`config.mk`:
```
export PLATFORM = sky130hd
export DESIGN_NAME = qmr_stream_voter
export DESIGN_NICKNAME = d
export VERILOG_FILES = /design/src/rtl/qmr_pkg.sv /design/src/rtl/qmr_piso_fifo.sv /design/src/rtl/qmr_start_ctrl.sv /design/src/rtl/qmr_bit_voter.sv /design/src/rtl/qmr_stream_voter.sv
export SDC_FILE = /design/constraint.sdc
export NUM_CORES = 1
export LEC_CHECK = 0
export BUFFER_PORTS_ARGS = -buffer_cell sky130_fd_sc_hd__buf_2
export CAP_MARGIN = 10
export CORE_MARGIN = 10
export CORE_UTILIZATION = 29
export DETAILED_ROUTE_END_ITERATION = 12
export PLACE_DENSITY = 0.45
export RECOVER_POWER = 50
export SYNTH_ARGS = -nofsm -noshare
export SYNTH_HDL_FRONTEND = slang
export SYNTH_HIERARCHICAL = 1
export SYNTH_SLANG_ARGS = --single-unit
```
`constraint.sdc`:
```
create_clock -name clk -period 8.8 [get_ports clk]
set_clock_uncertainty 0.15 [all_clocks]
set_input_delay 0.44 -clock clk [delete_from_list [all_inputs] [get_ports clk]]
set_output_delay 0.44 -clock clk [all_outputs]
set_load 0.1 [all_outputs]
```
`src/rtl/qmr_pkg.sv`:
```
// Package: shared constants and the four-way bit vote used by the voter.
// Assumes exactly four redundant copies.
package qmr_pkg;

    localparam int NCOPY = 4;

    typedef struct packed {
        logic       out_bit;   // value to emit
        logic       single;    // exactly one line dissents
        logic       tie;       // two against two
        logic [3:0] odd_vec;   // one-hot dissenting copy when single
    } vote_t;

    // Count ones on the four lines.
    function automatic logic [2:0] ones4(input logic [3:0] v);
        logic [2:0] n;
        n = 3'd0;
        for (int i = 0; i < NCOPY; i++) begin
            n = n + {2'b00, v[i]};
        end
        return n;
    endfunction

    // Majority vote with tie resolved toward copy 0.
    function automatic vote_t vote4(input logic [3:0] v);
        vote_t      r;
        logic [2:0] n;
        logic       maj;
        n         = ones4(v);
        maj       = (n >= 3'd3);
        r.tie     = (n == 3'd2);
        r.single  = (n == 3'd1) || (n == 3'd3);
        r.out_bit = r.tie ? v[0] : maj;
        r.odd_vec = r.single ? (v ^ {4{maj}}) : 4'b0000;
        return r;
    endfunction

endpackage

```
`src/rtl/qmr_piso_fifo.sv`:
```
// Parallel-in serial-out FIFO for one redundant copy.
// Words are queued in a small circular store; 'load' pops the oldest word
// into a shift register whose MSB drives the serial line, 'shift' moves it
// left by one. Assumes DEPTH is a power of two. Writes into a full store
// are dropped.
module qmr_piso_fifo #(
    parameter int WORD_W = 8,
    parameter int DEPTH  = 4,
    localparam int PTR_W = $clog2(DEPTH),
    localparam int LVL_W = $clog2(DEPTH + 1)
) (
    input  logic              clk,
    input  logic              rst_n,
    input  logic              wr_en,
    input  logic [WORD_W-1:0] wr_data,
    input  logic              load,
    input  logic              shift,
    output logic              ser_bit,
    output logic              empty,
    output logic [LVL_W-1:0]  level
);

    logic [WORD_W-1:0] mem [DEPTH];
    logic [PTR_W-1:0]  wr_ptr, rd_ptr;
    logic [WORD_W-1:0] shreg;
    logic              do_wr, do_rd;

    assign do_wr   = wr_en && (level != LVL_W'(DEPTH));
    assign do_rd   = load && (level != '0);
    assign empty   = (level == '0);
    assign ser_bit = shreg[WORD_W-1];

    // Storage array: written only on an accepted write.
    always_ff @(posedge clk) begin
        if (do_wr) begin
            mem[wr_ptr] <= wr_data;
        end
    end

    // Pointers, fill level and shift register.
    always_ff @(posedge clk) begin
        if (!rst_n) begin
            wr_ptr <= '0;
            rd_ptr <= '0;
            level  <= '0;
            shreg  <= '0;
        end else begin
            if (do_wr) begin
                wr_ptr <= wr_ptr + 1'b1;
            end
            if (do_rd) begin
                shreg  <= mem[rd_ptr];
                rd_ptr <= rd_ptr + 1'b1;
            end else if (shift) begin
                shreg <= {shreg[WORD_W-2:0], 1'b0};
            end
            case ({do_wr, do_rd})
                2'b10:   level <= level + 1'b1;
                2'b01:   level <= level - 1'b1;
                default: level <= level;
            endcase
        end
    end

    AST_NO_OVERFLOW: assert property (@(posedge clk) disable iff (!rst_n)
        level <= LVL_W'(DEPTH)) else $error("fifo level above depth");
    AST_FULL_HOLDS: assert property (@(posedge clk) disable iff (!rst_n)
        (level == LVL_W'(DEPTH) && !load) |=> level == LVL_W'(DEPTH)) else $error("full fifo lost a word");

endmodule

```
`src/rtl/qmr_start_ctrl.sv`:
```
// Shared start control: accepts a start only when idle and every FIFO holds a
// word, then qualifies WORD_W bit ticks as shift/sample strobes. Flags a
// start request that sees unequal FIFO levels. Assumes single-cycle strobes.
module qmr_start_ctrl #(
    parameter int WORD_W = 8,
    localparam int IDX_W = $clog2(WORD_W)
) (
    input  logic clk,
    input  logic rst_n,
    input  logic start,
    input  logic bit_tick,
    input  logic all_ready,
    input  logic levels_equal,
    output logic load,
    output logic sample,
    output logic busy,
    output logic sync_fault
);

    logic [IDX_W-1:0] bit_idx;

    assign load   = start && !busy && all_ready;
    assign sample = busy && bit_tick;

    // Word window: opens on an accepted start, closes after the last bit.
    always_ff @(posedge clk) begin
        if (!rst_n) begin
            busy    <= 1'b0;
            bit_idx <= '0;
        end else if (load) begin
            busy    <= 1'b1;
            bit_idx <= '0;
        end else if (sample) begin
            bit_idx <= bit_idx + 1'b1;
            if (bit_idx == IDX_W'(WORD_W - 1)) begin
                busy <= 1'b0;
            end
        end
    end

    // Sticky synchronisation fault on a start request with unequal levels.
    always_ff @(posedge clk) begin
        if (!rst_n) begin
            sync_fault <= 1'b0;
        end else if (start && !busy && !levels_equal) begin
            sync_fault <= 1'b1;
        end
    end

    AST_BUSY_FROM_START: assert property (@(posedge clk) disable iff (!rst_n)
        $rose(busy) |-> $past(start && all_ready)) else $error("busy without start");
    AST_IDLE_INDEX: assert property (@(posedge clk) disable iff (!rst_n)
        !busy |-> bit_idx == '0) else $error("index moved while idle");
    AST_SYNC_STICKY: assert property (@(posedge clk) disable iff (!rst_n)
        sync_fault |=> sync_fault) else $error("sync fault cleared");

endmodule

```
`src/rtl/qmr_bit_voter.sv`:
```
// Four-input bitwise voter with error accounting. On each sample it registers
// the voted bit, counts a single dissent against the total and the dissenting
// copy, and latches a sticky flag on a two-against-two split. All counters
// saturate. Assumes the four lines are aligned to the same bit.
module qmr_bit_voter
    import qmr_pkg::*;
#(
    parameter int CNT_W = 16
) (
    input  logic                   clk,
    input  logic                   rst_n,
    input  logic                   sample,
    input  logic [NCOPY-1:0]       lines,
    output logic                   ser_out,
    output logic                   ser_valid,
    output logic [CNT_W-1:0]       corr_cnt,
    output logic [NCOPY*CNT_W-1:0] dissent_cnt,
    output logic                   uncorr_err
);

    localparam logic [CNT_W-1:0] CNT_MAX = '1;

    vote_t vr;

    // Combinational vote of the current bit on all four lines.
    always_comb begin
        vr = vote4(lines);
    end

    // Output register and shared error state.
    always_ff @(posedge clk) begin
        if (!rst_n) begin
            ser_out    <= 1'b0;
            ser_valid  <= 1'b0;
            corr_cnt   <= '0;
            uncorr_err <= 1'b0;
        end else begin
            ser_valid <= sample;
            if (sample) begin
                ser_out <= vr.out_bit;
                if (vr.single && corr_cnt != CNT_MAX) begin
                    corr_cnt <= corr_cnt + 1'b1;
                end
                if (vr.tie) begin
                    uncorr_err <= 1'b1;
                end
            end
        end
    end

    for (genvar i = 0; i < NCOPY; i++) begin : g_dissent
        logic [CNT_W-1:0] cnt_q;
        // Per-copy disagreement counter.
        always_ff @(posedge clk) begin
            if (!rst_n) begin
                cnt_q <= '0;
            end else if (sample && vr.odd_vec[i] && cnt_q != CNT_MAX) begin
                cnt_q <= cnt_q + 1'b1;
            end
        end
        assign dissent_cnt[i*CNT_W +: CNT_W] = cnt_q;
    end

    AST_MAJORITY_ONE: assert property (@(posedge clk) disable iff (!rst_n)
        (sample && ones4(lines) >= 3'd3) |=> ser_out) else $error("majority one lost");
    AST_MAJORITY_ZERO: assert property (@(posedge clk) disable iff (!rst_n)
        (sample && ones4(lines) <= 3'd1) |=> !ser_out) else $error("majority zero lost");
    AST_CORR_SAT: assert property (@(posedge clk) disable iff (!rst_n)
        corr_cnt == CNT_MAX |=> corr_cnt == CNT_MAX) else $error("counter wrapped");
    AST_UNCORR_STICKY: assert property (@(posedge clk) disable iff (!rst_n)
        uncorr_err |=> uncorr_err) else $error("uncorrectable flag cleared");
    AST_CLEAN_NO_COUNT: assert property (@(posedge clk) disable iff (!rst_n)
        (sample && (lines == 4'b0000 || lines == 4'b1111)) |=> $stable(corr_cnt)) else $error("clean bit counted");

endmodule

```
`src/rtl/qmr_stream_voter.sv`:
```
// Top: four PISO FIFOs, one shared start control and one bitwise voter for a
// single output channel. Assumes start and bit_tick are synchronous
// single-cycle strobes.
module qmr_stream_voter
    import qmr_pkg::*;
#(
    parameter int WORD_W = 8,
    parameter int DEPTH  = 4,
    parameter int CNT_W  = 16,
    localparam int LVL_W = $clog2(DEPTH + 1)
) (
    input  logic                    clk,
    input  logic                    rst_n,
    input  logic [NCOPY-1:0]        wr_en,
    input  logic [NCOPY*WORD_W-1:0] wr_data,
    input  logic                    start,
    input  logic                    bit_tick,
    output logic                    ser_out,
    output logic                    ser_valid,
    output logic                    busy,
    output logic [CNT_W-1:0]        corr_cnt,
    output logic [NCOPY*CNT_W-1:0]  dissent_cnt,
    output logic                    uncorr_err,
    output logic                    sync_fault
);

    logic [NCOPY-1:0] lines;
    logic [NCOPY-1:0] empty_v;
    logic [LVL_W-1:0] level_v [NCOPY];
    logic             load, sample, all_ready, levels_equal;

    for (genvar i = 0; i < NCOPY; i++) begin : g_copy
        qmr_piso_fifo #(
            .WORD_W (WORD_W),
            .DEPTH  (DEPTH)
        ) u_fifo (
            .clk     (clk),
            .rst_n   (rst_n),
            .wr_en   (wr_en[i]),
            .wr_data (wr_data[i*WORD_W +: WORD_W]),
            .load    (load),
            .shift   (sample),
            .ser_bit (lines[i]),
            .empty   (empty_v[i]),
            .level   (level_v[i])
        );
    end

    // Readiness and level agreement across the four FIFOs.
    always_comb begin
        all_ready    = ~|empty_v;
        levels_equal = 1'b1;
        for (int i = 1; i < NCOPY; i++) begin
            if (level_v[i] != level_v[0]) begin
                levels_equal = 1'b0;
            end
        end
    end

    qmr_start_ctrl #(
        .WORD_W (WORD_W)
    ) u_ctrl (
        .clk          (clk),
        .rst_n        (rst_n),
        .start        (start),
        .bit_tick     (bit_tick),
        .all_ready    (all_ready),
        .levels_equal (levels_equal),
        .load         (load),
        .sample       (sample),
        .busy         (busy),
        .sync_fault   (sync_fault)
    );

    qmr_bit_voter #(
        .CNT_W (CNT_W)
    ) u_voter (
        .clk         (clk),
        .rst_n       (rst_n),
        .sample      (sample),
        .lines       (lines),
        .ser_out     (ser_out),
        .ser_valid   (ser_valid),
        .corr_cnt    (corr_cnt),
        .dissent_cnt (dissent_cnt),
        .uncorr_err  (uncorr_err)
    );

    AST_VALID_IN_WORD: assert property (@(posedge clk) disable iff (!rst_n)
        ser_valid |-> $past(busy && bit_tick)) else $error("valid outside a word");
    AST_NO_START_EMPTY: assert property (@(posedge clk) disable iff (!rst_n)
        (!busy && start && |empty_v) |=> !busy) else $error("start taken with empty fifo");

endmodule

```
==> flow_metrics.tcl, run 1 <==
set metrics [dict create \
    finalSetupViolCount 0 \
    clkPwrFrac_pct 46.7 \
    initialDrtViolationCount 524 \
    worstPathMaxFanout 16 \
    netlist_area_mm2 0.0125 \
    worst_slack_ns 5.16 \
    leakage_uw 0.00511 \
    clk_latency_ns 0.53 \
    yosysUniqueCellTypes 58 \
    path_clk_slew_ns 0.06 \
    cts_sinks 284 \
    setup_tns_ns 0 \
    p_switching_uw 637 \
    cts_tree "built" \
    vias 8379 \
    min_period_ns 3.64 \
    firstDrtPassIters 4 \
    clock_path_buffers 3 \
    die_h_um 227 \
    arrival_ns 3.93 \
    fmax_mhz 275 \
    whs_path_depth 3 \
    maxCapViolations 0 \
    worst_r2r_endpoint "g_copy[1].u_fifo/level[2]" \
    synth-async-reset-ratio_pct 0 \
    seq_area_frac_synth_pct 55.9 \
    switching_share_pct 22.0 \
    cts_setup_buffers 0 \
    htreeDepth 2 \
    grt_pass1_vias 8383 \
    synth_seq_cells 284 \
    worstSetupStartpointType "flip-flop" \
    wl_um 28900 \
    fin_nets 1272 \
    regArea_mm2 0.00697 \
    drive_gt1_share_pct 16.1 \
    grt_setup_unrepaired "no" \
    n_antenna_cell 0 \
    worstPathRequired_ns 9.09 \
    die_x_um 227 \
    hold_start "wr_en[2]" \
    start_util_pct 29.5 \
    ctsHoldBuffers 31 \
    routedWlPerCell_um 16.4 \
    synth_edf_count 128 \
    synth_flop_cell "dfxtp_1" \
    holdCritPathClass "in2reg" \
    dp_slack_ns 5.13 \
    cts_buffers 35 \
    r2r-start "g_copy[0].u_fifo/level[0]" \
    cts_resized 0 \
    min_to "g_copy[2].u_fifo/wr_ptr[0]" \
    antenna_found_initial 0 \
    worst_slew_pin_slew_ns 1.05 \
    r2r_setup_slack_ns 5.16 \
    total_power_uw 2900 \
    area_growth_pct 19.0 \
    grt_overflow 0 \
    grt_max_degree 76 \
    dieArea_mm2 0.0517 \
    avgSynthCellArea_um2 11.9 \
    seq_power_share_pct 49.3 \
    dpl.hpwl_um 19700 \
    core.rowCount 75 \
    fin_crit_sh_pct 41.3 \
    slew_viol_final 0 \
    reg2regPathDepth 11 \
    cts-root-buf "clkbuf_16" \
    ant_nets 0 \
    routabilityCongestion 0.765 \
    vdd.ir_drop.worst_v 0.000121 \
    viasPerCell 4.76 \
    p_int_uw 2260 \
    io_buffers 124 \
    multi_input_area_mm2 0.00508 \
    synth_warnings 6 \
    relSlewSlack_pct 30.0 \
    grtUsageTotal_pct 11.1 \
    pin_count 125 \
    fill_cells 4272 \
    hold_viol_final 0 \
    grt_pass1_wl_um 46000 \
    core_area_mm2 0.0422 \
    status "completed" \
    drc 0 \
    cp-end-kind "flip-flop" \
    syn_nets 1123 \
    p_comb_share_pct 4.0 \
    setup.worst_path.class "reg2reg" \
    powerDensity_mw_per_mm2 195 \
    synth_cells 1048 \
]
==> cells by family (layout without fill, tap and decap cells) <==
family	after synthesis	count (layout)	share of synthesized area (%)
and+or+nand+nor	388	388	16.3
DFF	284	284	55.9
AOI/OAI and AO/OA	116	116	6.99
buffers and inverters	84	259	3.18
xor gates and xnor gates	74	74	5.20
muxes	67	67	8.59
adders and majority gates	35	35	3.81
==> power by group through the flow <==
stage | combinational [µW] | sequential, µW | clock, µW
final | 116 | 1430 | 1350
after global routing | 131 | 1430 | 1470
after CTS | 123 | 1430 | 1410
after detailed placement | 111 | 1460 | 0
after global placement | 110 | 1460 | 0
after floorplan | 68.0 | 1460 | 0
==> through the flow <==
| stage | instance area, µm² | instances | hold slack [ns] | util, % |
|---|---|---|---|---|
| 2_1_floorplan | 12500 | 1048 | 0.311 | - |
| 3_3_place_gp | 13500 | 1668 | 0.296 | 32.0 |
| 3_5_place_dp | 13500 | 1668 | 0.303 | 32.0 |
| 4_1_cts | 14900 | 1762 | 0.0234 | 35.3 |
| 5_1_grt | 14800 | 1762 | 0.110 | 35.1 |
| 6_report | 14800 | 1762 | 0.100 | 35.1 |
==> cell usage in the layout (no fill, tap or decap), types with 4 or more instances in the layout <==
cell type	netlist	final
or3_1	10	10
or3_2	4	4
a211oi_1	29	29
and4_1	7	7
nand2b_1	10	10
clkinv_2	0	7
xor2_1	20	20
nor3_1	25	25
nand2_1	44	44
xnor2_1	54	54
buf_2	2	92
or4_1	8	8
clkbuf_16	0	37
inv_1	40	39
ha_1	30	30
a21o_1	8	8
nor4_1	26	26
nor3b_1	4	4
dfxtp_1	156	156
and3_1	4	20
dlygate4sd3_1	0	31
o31ai_1	4	4
nand4b_1	5	5
mux4_2	32	32
nor2_1	126	126
fa_1	5	5
clkbuf_1	14	43
nand3_1	51	51
nand4_1	27	27
o311ai_0	5	5
mux2i_1	35	35
a21oi_1	27	29
o21ai_0	14	14
clkinv_1	0	6
a211oi_2	5	5
o31ai_4	4	4
edfxtp_1	128	128
or3b_1	5	5
==> area by class of cell <==
class                           instances  share of cell area (%)
Tap cell                              539                    4.55
Sequential cell                       284                    47.0
Multi-Input combinational cell        680                    34.2
Inverter                               40                    1.01
Clock buffer                           49                    6.61
Timing Repair Buffer                  156                    6.06
Clock inverter                         14                   0.590
==> worst max-delay path by stage <==
| stage | to | startpoint | slack, ns |
|---|---|---|---|
| detailed placement | u_voter/g_dissent[0].cnt_q[15] | bit_tick | 5.13 |
| global route | u_voter/g_dissent[3].cnt_q[14] | u_ctrl/busy | 4.86 |
| global placement | u_voter/g_dissent[0].cnt_q[13] | bit_tick | 5.16 |
| floorplan | u_voter/g_dissent[2].cnt_q[13] | g_copy[0].u_fifo/shreg[7] | 5.65 |
| finish | g_copy[1].u_fifo/level[2] | g_copy[0].u_fifo/level[0] | 5.16 |
| CTS | u_voter/g_dissent[0].cnt_q[15] | u_ctrl/busy | 5.12 |
==> per-layer routing <==
metal	part of all wire (%)	track usage (%)	routed length, µm
met1	47	14.4	13400
met3	5.2	2.44	1490
met4	2.4	4.19	679
met5	0	0	0
met2	46	17.8	13300
==> sequential cells by signal, indices dropped and copies added, names as in the netlist, 3 cells and up, named ones only <==
name                     flops
g_copy.u_fifo/rd_ptr         8
g_copy.u_fifo/mem          128
u_ctrl/bit_idx               3
g_copy.u_fifo/wr_ptr         8
u_voter/corr_cnt            16
u_voter/g_dissent.cnt_q     64
g_copy.u_fifo/level         12
g_copy.u_fifo/shreg         32
==> Yosys cell counts (3+ instances only) <==
cell type / number / area, µm²
nand4_1: 27 / 169
a211oi_1: 29 / 218
nand2b_1: 10 / 62.6
o31ai_1: 4 / 30.0
or4_1: 8 / 60.1
o311ai_0: 5 / 43.8
xnor2_1: 54 / 473
or3_2: 4 / 30.0
mux4_2: 32 / 721
buf_6: 6 / 67.6
nor2_1: 126 / 473
nor3_1: 25 / 125
a21o_1: 8 / 60.1
buf_1: 13 / 48.8
nand2_1: 44 / 165
a21oi_2: 4 / 35.0
and4_1: 7 / 61.3
nand4b_1: 5 / 43.8
mux2i_1: 35 / 350
or3b_1: 5 / 43.8
edfxtp_1: 128 / 3840
a21oi_1: 27 / 135
clkbuf_1: 14 / 52.6
a211oi_2: 5 / 62.6
dfxtp_1: 156 / 3120
o21ai_0: 14 / 70.1
buf_4: 9 / 67.6
and3_2: 16 / 120
inv_1: 40 / 150
a21bo_2: 3 / 30.0
xor2_1: 20 / 175
fa_1: 5 / 100
or3_1: 10 / 62.6
o31ai_4: 4 / 85.1
and2_1: 4 / 25.0
nand3_1: 51 / 255
ha_1: 30 / 375
and3_1: 4 / 25.0
nor3b_1: 4 / 30.0
nor4_2: 3 / 37.5
nor4_1: 26 / 163
==> critical path, stage by stage (launching register included) <==
cell,delay (ns)
dfxtp_1,0.51
nor3_1,0.09
nor4_1,0.25
and3b_1,0.68
o31ai_4,0.33
inv_1,0.20
ha_1,0.20
inv_1,0.06
fa_1,0.37
xor2_1,0.15
or3_2,0.40
a21oi_1,0.14
Power figures use the tool's default switching activity.
==> run 2: changes to the inputs <==
- ABC_AREA: default -> 1
- PLACE_DENSITY: 0.45 -> 0.46
- clock period: 8.8 -> 3.33 ns (I/O delays scaled with it)
==> flow_metrics.tcl, run 2 <==
set metrics [dict create \
    relSlewSlack_pct 12.7 \
    grtUsageTotal_pct 12.3 \
    netlist.area_leader.share_pct 27.9 \
    grt_overflow 0 \
    setup_tns_ns 0 \
    critPathLaunch "g_copy[1].u_fifo/shreg[7]" \
    yosysUniqueCellTypes 37 \
    regArea_mm2 0.00697 \
    worst_slew_pin_slew_ns 1.31 \
    cts_buffers 37 \
    postPlaceCellArea_mm2 0.0149 \
    postLayoutCellArea_mm2 0.0163 \
    synth_seq_cells 284 \
    cp-end-kind "flip-flop" \
    fill_cells 4948 \
    yosys-top-cells-area "edfxtp_1 28%, dfxtp_1 23%, nand2_1 12%" \
    slew_viol_final 0 \
    routedWlPerCell_um 14.2 \
    timing.critical_path.buf_inv 2 \
    start_util_pct 29.4 \
    htreeDepth 2 \
    worstPathMaxFanout 14 \
    clock_path_buffers 3 \
    grt_max_degree 66 \
    hold_viol_final 0 \
    largest_register_ffs 128 \
    finalSetupViolCount 0 \
    n_antenna_cell 0 \
    holdWs_ns 0.0296 \
    yosysMostFrequentCell "nand2_1" \
    min_period_ns 2.95 \
    seq_area_frac_synth_pct 50.6 \
    multi_input_area_mm2 0.00576 \
    status "completed" \
    cts_tree "built" \
    layout_common_cells "454 x nand2_1, 217 x nor2_1, 156 x dfxtp_1" \
    arrival_ns 3.24 \
    cts_sinks 284 \
    firstDrtPassIters 5 \
    netlist_area_mm2 0.0138 \
    path_clk_slew_ns 0.06 \
    vias 11200 \
    critical_path.top_delay_family "adder cells" \
    pin_count 125 \
    dpl.hpwl_um 24000 \
    path_depth 12 \
    hold_start "rst_n" \
    setup.worst_path.class "reg2reg" \
    holdCritPathClass "in2reg" \
    vdd.ir_drop.worst_v 0.000328 \
    drc 0 \
    maxCapViolations 0 \
    synth_edf_count 128 \
    fmax_mhz 338 \
    area_growth_pct 18.5 \
    avgSynthCellArea_um2 8.19 \
    initialDrtViolationCount 659 \
    syn_nets 1756 \
    io_buffers 124 \
    crit_path_max_incr_delay_ns 0.51 \
    core.rowCount 79 \
    antenna_found_initial 0 \
    fin_crit_sh_pct 88.7 \
    powerDensity_mw_per_mm2 491 \
    r2r-start "g_copy[1].u_fifo/shreg[7]" \
    dieArea_mm2 0.0566 \
    cts-root-buf "clkbuf_16" \
    whs_path_depth 3 \
    final_common_cell "nand2_1" \
    ant_nets 0 \
    fin_nets 1929 \
    wl_um 35300 \
    synthTopCellsByCount "449 x nand2_1, 213 x nor2_1, 157 x inv_1, 156 x dfxtp_1, 155 x nand3_1" \
    path_cells "inv_1, fa_1, inv_1, ha_1, ha_1, nand3_4, nand3_1, nand2_1, nor2_1, nand2_2, o21ai_0, nor2_1" \
    synth_largest_area_cell "edfxtp_1" \
    grt_pass1_vias 10900 \
    leakage_uw 0.00593 \
    cp_slowest_cell "fa_1" \
    regMostFlops "g_copy.u_fifo/mem" \
    synth_cells 1681 \
    clk_latency_ns 0.55 \
    die_x_um 238 \
    die_h_um 238 \
    cts_setup_buffers 0 \
    routabilityCongestion 0.800 \
    drive_gt1_share_pct 7.65 \
    viasPerCell 4.48 \
    reg2regPathDepth 12 \
    core_area_mm2 0.0468 \
    grt_pass1_wl_um 57000 \
    synth-async-reset-ratio_pct 0 \
    dp.cells 2383 \
    synth_warnings 6 \
    worstPathRequired_ns 3.62 \
    postLayoutCoreUtil_pct 34.9 \
    synth_flop_cell "dfxtp_1" \
    worstSetupStartpointType "flip-flop" \
    reg_top3 "g_copy.u_fifo/mem x128, u_voter/g_dissent.cnt_q x64, g_copy.u_fifo/shreg x32" \
    fin_cells 2489 \
    grt_setup_unrepaired "no" \
]
run 2: cell types whose count changed in the layout (fill, tap and decap cells not counted), sizes merged, moves of 34 or more:
cell    before  now
nor2       126  229
nand2       44  468
buf         93   26
a211oi      34    0
mux2i       35    0
xnor2       54   14
inv         40  164
a21oi       31  114
o21ai       16  110
nand3       53  158
clkbuf      81  174
run 2: routing by layer:
metal	wire length, µm	track usage [%]	vias to the layer above
met2	16200	20.2	155
met5	0	0	-
met4	729	4.21	0
li1	-	-	5842
met3	1320	2.24	44
met1	17100	16.0	5115
run 2: worst register-to-register path, delay by kind of cell, from the launching register on:
kind            cells  cell delay, ns
simple gates        6            0.89
buf+inv             2            0.14
flops               1            0.38
fa+ha+maj           3            1.06
compound gates      1            0.23
run 2: stage by stage:
step | power (µW) | setup slack, ns
after floorplan | 4070 | 0.368
after global placement | 4180 | 0.344
after detailed placement | 4190 | 0.251
after CTS | 8180 | 0.217
after global routing | 8350 | 0.0618
final | 8000 | 0.376
run 2: final timing paths:
path                                    to  slack, ns
max          u_voter/g_dissent[2].cnt_q[1]       0.38
min reg2reg     g_copy[2].u_fifo/rd_ptr[1]       0.31
max reg2reg  u_voter/g_dissent[2].cnt_q[1]       0.38
min              g_copy[2].u_fifo/shreg[5]       0.03
run 2: power breakdown:
group | leakage, µW | total (µW) | switching, µW | internal [µW]
clock network | 0.000562 | 3870 | 1540 | 2330
logic | 0.00293 | 345 | 233 | 111
registers | 0.00244 | 3780 | 36.4 | 3750
total | 0.00593 | 8000 | 1810 | 6180
run 2: kinds of logic (layout without fill, tap and decap cells):
group | Yosys count | in the layout | synth area share (%)
fa+ha+maj | 35 | 35 | 3.46
xor+xnor | 34 | 34 | 2.16
simple gates | 890 | 890 | 27.5
buf+inv | 213 | 414 | 7.22
flops | 284 | 284 | 50.6
compound gates | 225 | 225 | 9.01
run 2: timing repair:
action,CTS,global route
hold buffers,39,0
endpoints found under the setup margin,0,4
endpoints found under the hold margin,141,0
resized for setup,0,2
run 2: layout make-up:
class	instances	share of cell area (%)
flip-flops and latches	284	42.7
multi-input cells	1184	35.4
clock buffers	58	6.67
repair buffers	181	6.14
well taps	607	4.66
inverters	166	3.91
clock inverters	9	0.522
==> run 3: changes to the inputs <==
==> constraint.sdc (replaced) <==
create_clock -name clk -period 3.33 [get_ports clk]
set_clock_uncertainty 0.15 [all_clocks]
set_input_delay 0.333 -clock clk [delete_from_list [all_inputs] [get_ports clk]]
set_output_delay 0.333 -clock clk [all_outputs]
set_load 0.1 [all_outputs]
==> flow_metrics.tcl, run 3 (synthesis results as in run 2) <==
set metrics [dict create \
    reg2regPathDepth 12 \
    grtUsageTotal_pct 12.3 \
    cts_buffers 37 \
    firstDrtPassIters 5 \
    dpl.hpwl_um 24200 \
    status "completed" \
    finalSetupViolCount 0 \
    setup_tns_ns 0 \
    htreeDepth 2 \
    ant_nets 0 \
    arrival_ns 3.23 \
    worstSetupStartpointType "flip-flop" \
    area_growth_pct 18.8 \
    wl_um 35200 \
    hold_viol_final 0 \
    viasPerCell 4.49 \
    hold_start "wr_en[0]" \
    slew_viol_final 0 \
    vias 11200 \
    n_antenna_cell 0 \
    grt_setup_unrepaired "no" \
    dp.cells 2384 \
    core.rowCount 79 \
    antenna_found_initial 0 \
    fmax_mhz 339 \
    powerDensity_mw_per_mm2 496 \
    grt_pass1_wl_um 57000 \
    min_to "g_copy[0].u_fifo/wr_ptr[0]" \
    drc 0 \
    vdd.ir_drop.worst_v 0.000347 \
    r2r-start "g_copy[1].u_fifo/shreg[7]" \
    maxCapViolations 0 \
    cts_setup_buffers 0 \
    die_h_um 238 \
    final_common_cell "nand2_1" \
    pin_count 125 \
    grt_pass1_vias 10800 \
    worst_slew_pin_slew_ns 1.33 \
    largest_register_ffs 128 \
    routabilityCongestion 0.783 \
    fin_cells 2485 \
    io_buffers 124 \
    layout_common_cells "454 x nand2_1, 216 x nor2_1, 156 x dfxtp_1" \
    r2r_setup_slack_ns 0.38 \
    grt_max_degree 40 \
    worstPathMaxFanout 14 \
    drive_gt1_share_pct 8.68 \
    fin_nets 1926 \
    clock_path_buffers 3 \
    critical_path.top_delay_family "adder cells" \
    setup.worst_path.class "reg2reg" \
    leakage_uw 0.00601 \
    path_cells "inv_1, fa_1, inv_1, ha_1, ha_1, nand3_4, nand3_1, nand2_1, nor2_1, nand2_2, o21ai_0, nor2_1" \
    cp_slowest_cell "fa_1" \
    reg_top3 "g_copy.u_fifo/mem x128, u_voter/g_dissent.cnt_q x64, g_copy.u_fifo/shreg x32" \
    worstPathRequired_ns 3.61 \
    cts-root-buf "clkbuf_16" \
    clk_latency_ns 0.54 \
    postLayoutCoreUtil_pct 34.9 \
    fin_crit_sh_pct 88.7 \
    timing.critical_path.buf_inv 2 \
    cts_tree "built" \
    core_area_mm2 0.0468 \
    dieArea_mm2 0.0566 \
    grt_overflow 0 \
    cp-end-kind "flip-flop" \
    initialDrtViolationCount 603 \
    die_x_um 238 \
    start_util_pct 29.4 \
    path_clk_slew_ns 0.06 \
    regMostFlops "g_copy.u_fifo/mem" \
    worst_r2r_endpoint "u_voter/g_dissent[2].cnt_q[1]" \
    crit_path_max_incr_delay_ns 0.51 \
    cts_sinks 284 \
    relSlewSlack_pct 11.6 \
    whs_path_depth 3 \
    routedWlPerCell_um 14.1 \
    min_period_ns 2.95 \
    holdCritPathClass "in2reg" \
]
## run 3: metal layers
layer,track usage (%),up-vias,part of all wire (%)
li1,-,5834,-
met2,19.9,179,45
met5,0,-,0
met3,2.42,42,4.3
met1,16.1,5113,48
met4,4.12,0,2.1
## run 3: area by class of cell
type,instances,area (µm²)
Inverter,166,638
Fill cell,4822,30400
Timing Repair Buffer,178,988
Multi-Input combinational cell,1184,5770
Clock buffer,51,1050
Clock inverter,15,165
Tap cell,607,759
Sequential cell,284,6970
## run 3: worst register-to-register path, delay by kind of cell, from the launching register on
family | cells | cell delay (ns)
buffers and inverters | 2 | 0.14
AO/OA/AOI/OAI | 1 | 0.22
flip-flops | 1 | 0.36
adder cells (fa/ha/maj) | 3 | 1.06
AND/OR/NAND/NOR | 6 | 0.91
## run 3: how the worst max path moves through the flow
stage,slack (ns),to,cells past startpoint,from
after floorplan,0.37,g_copy[0].u_fifo/level[2],16,g_copy[1].u_fifo/level[1]
after global placement,0.31,g_copy[1].u_fifo/level[2],15,g_copy[1].u_fifo/level[1]
after detailed placement,0.25,g_copy[2].u_fifo/level[2],15,g_copy[1].u_fifo/level[2]
after CTS,0.24,g_copy[2].u_fifo/level[2],15,g_copy[1].u_fifo/level[2]
after global routing,0.04,u_voter/g_dissent[2].cnt_q[1],12,g_copy[1].u_fifo/shreg[7]
final,0.38,u_voter/g_dissent[2].cnt_q[1],12,g_copy[1].u_fifo/shreg[7]
## run 3: per-stage QoR
step / total power (µW) / cell area [µm²] / hold slack [ns] / setup WS, ns
2_1_floorplan: 4070 / 13800 / 0.282 / 0.368
3_3_place_gp: 4180 / 14900 / 0.295 / 0.314
3_5_place_dp: 4190 / 14900 / 0.306 / 0.250
4_1_cts: 8270 / 16500 / 0.0171 / 0.244
5_1_grt: 8460 / 16300 / 0.164 / 0.0371
6_report: 8100 / 16300 / 0.133 / 0.377
## run 3: where the power goes
group          switching, µW  leakage, µW  internal, µW
Combinational            235      0.00299           110
Clock                   1520     0.000583          2450
Sequential              38.2      0.00244          3750
Total                   1800      0.00601          6300
## run 3: timing repair
action,in CTS,in global routing
hold endpoints to repair,133,0
resized for setup,0,2
endpoints found under the setup margin,0,4
hold buffers,35,0
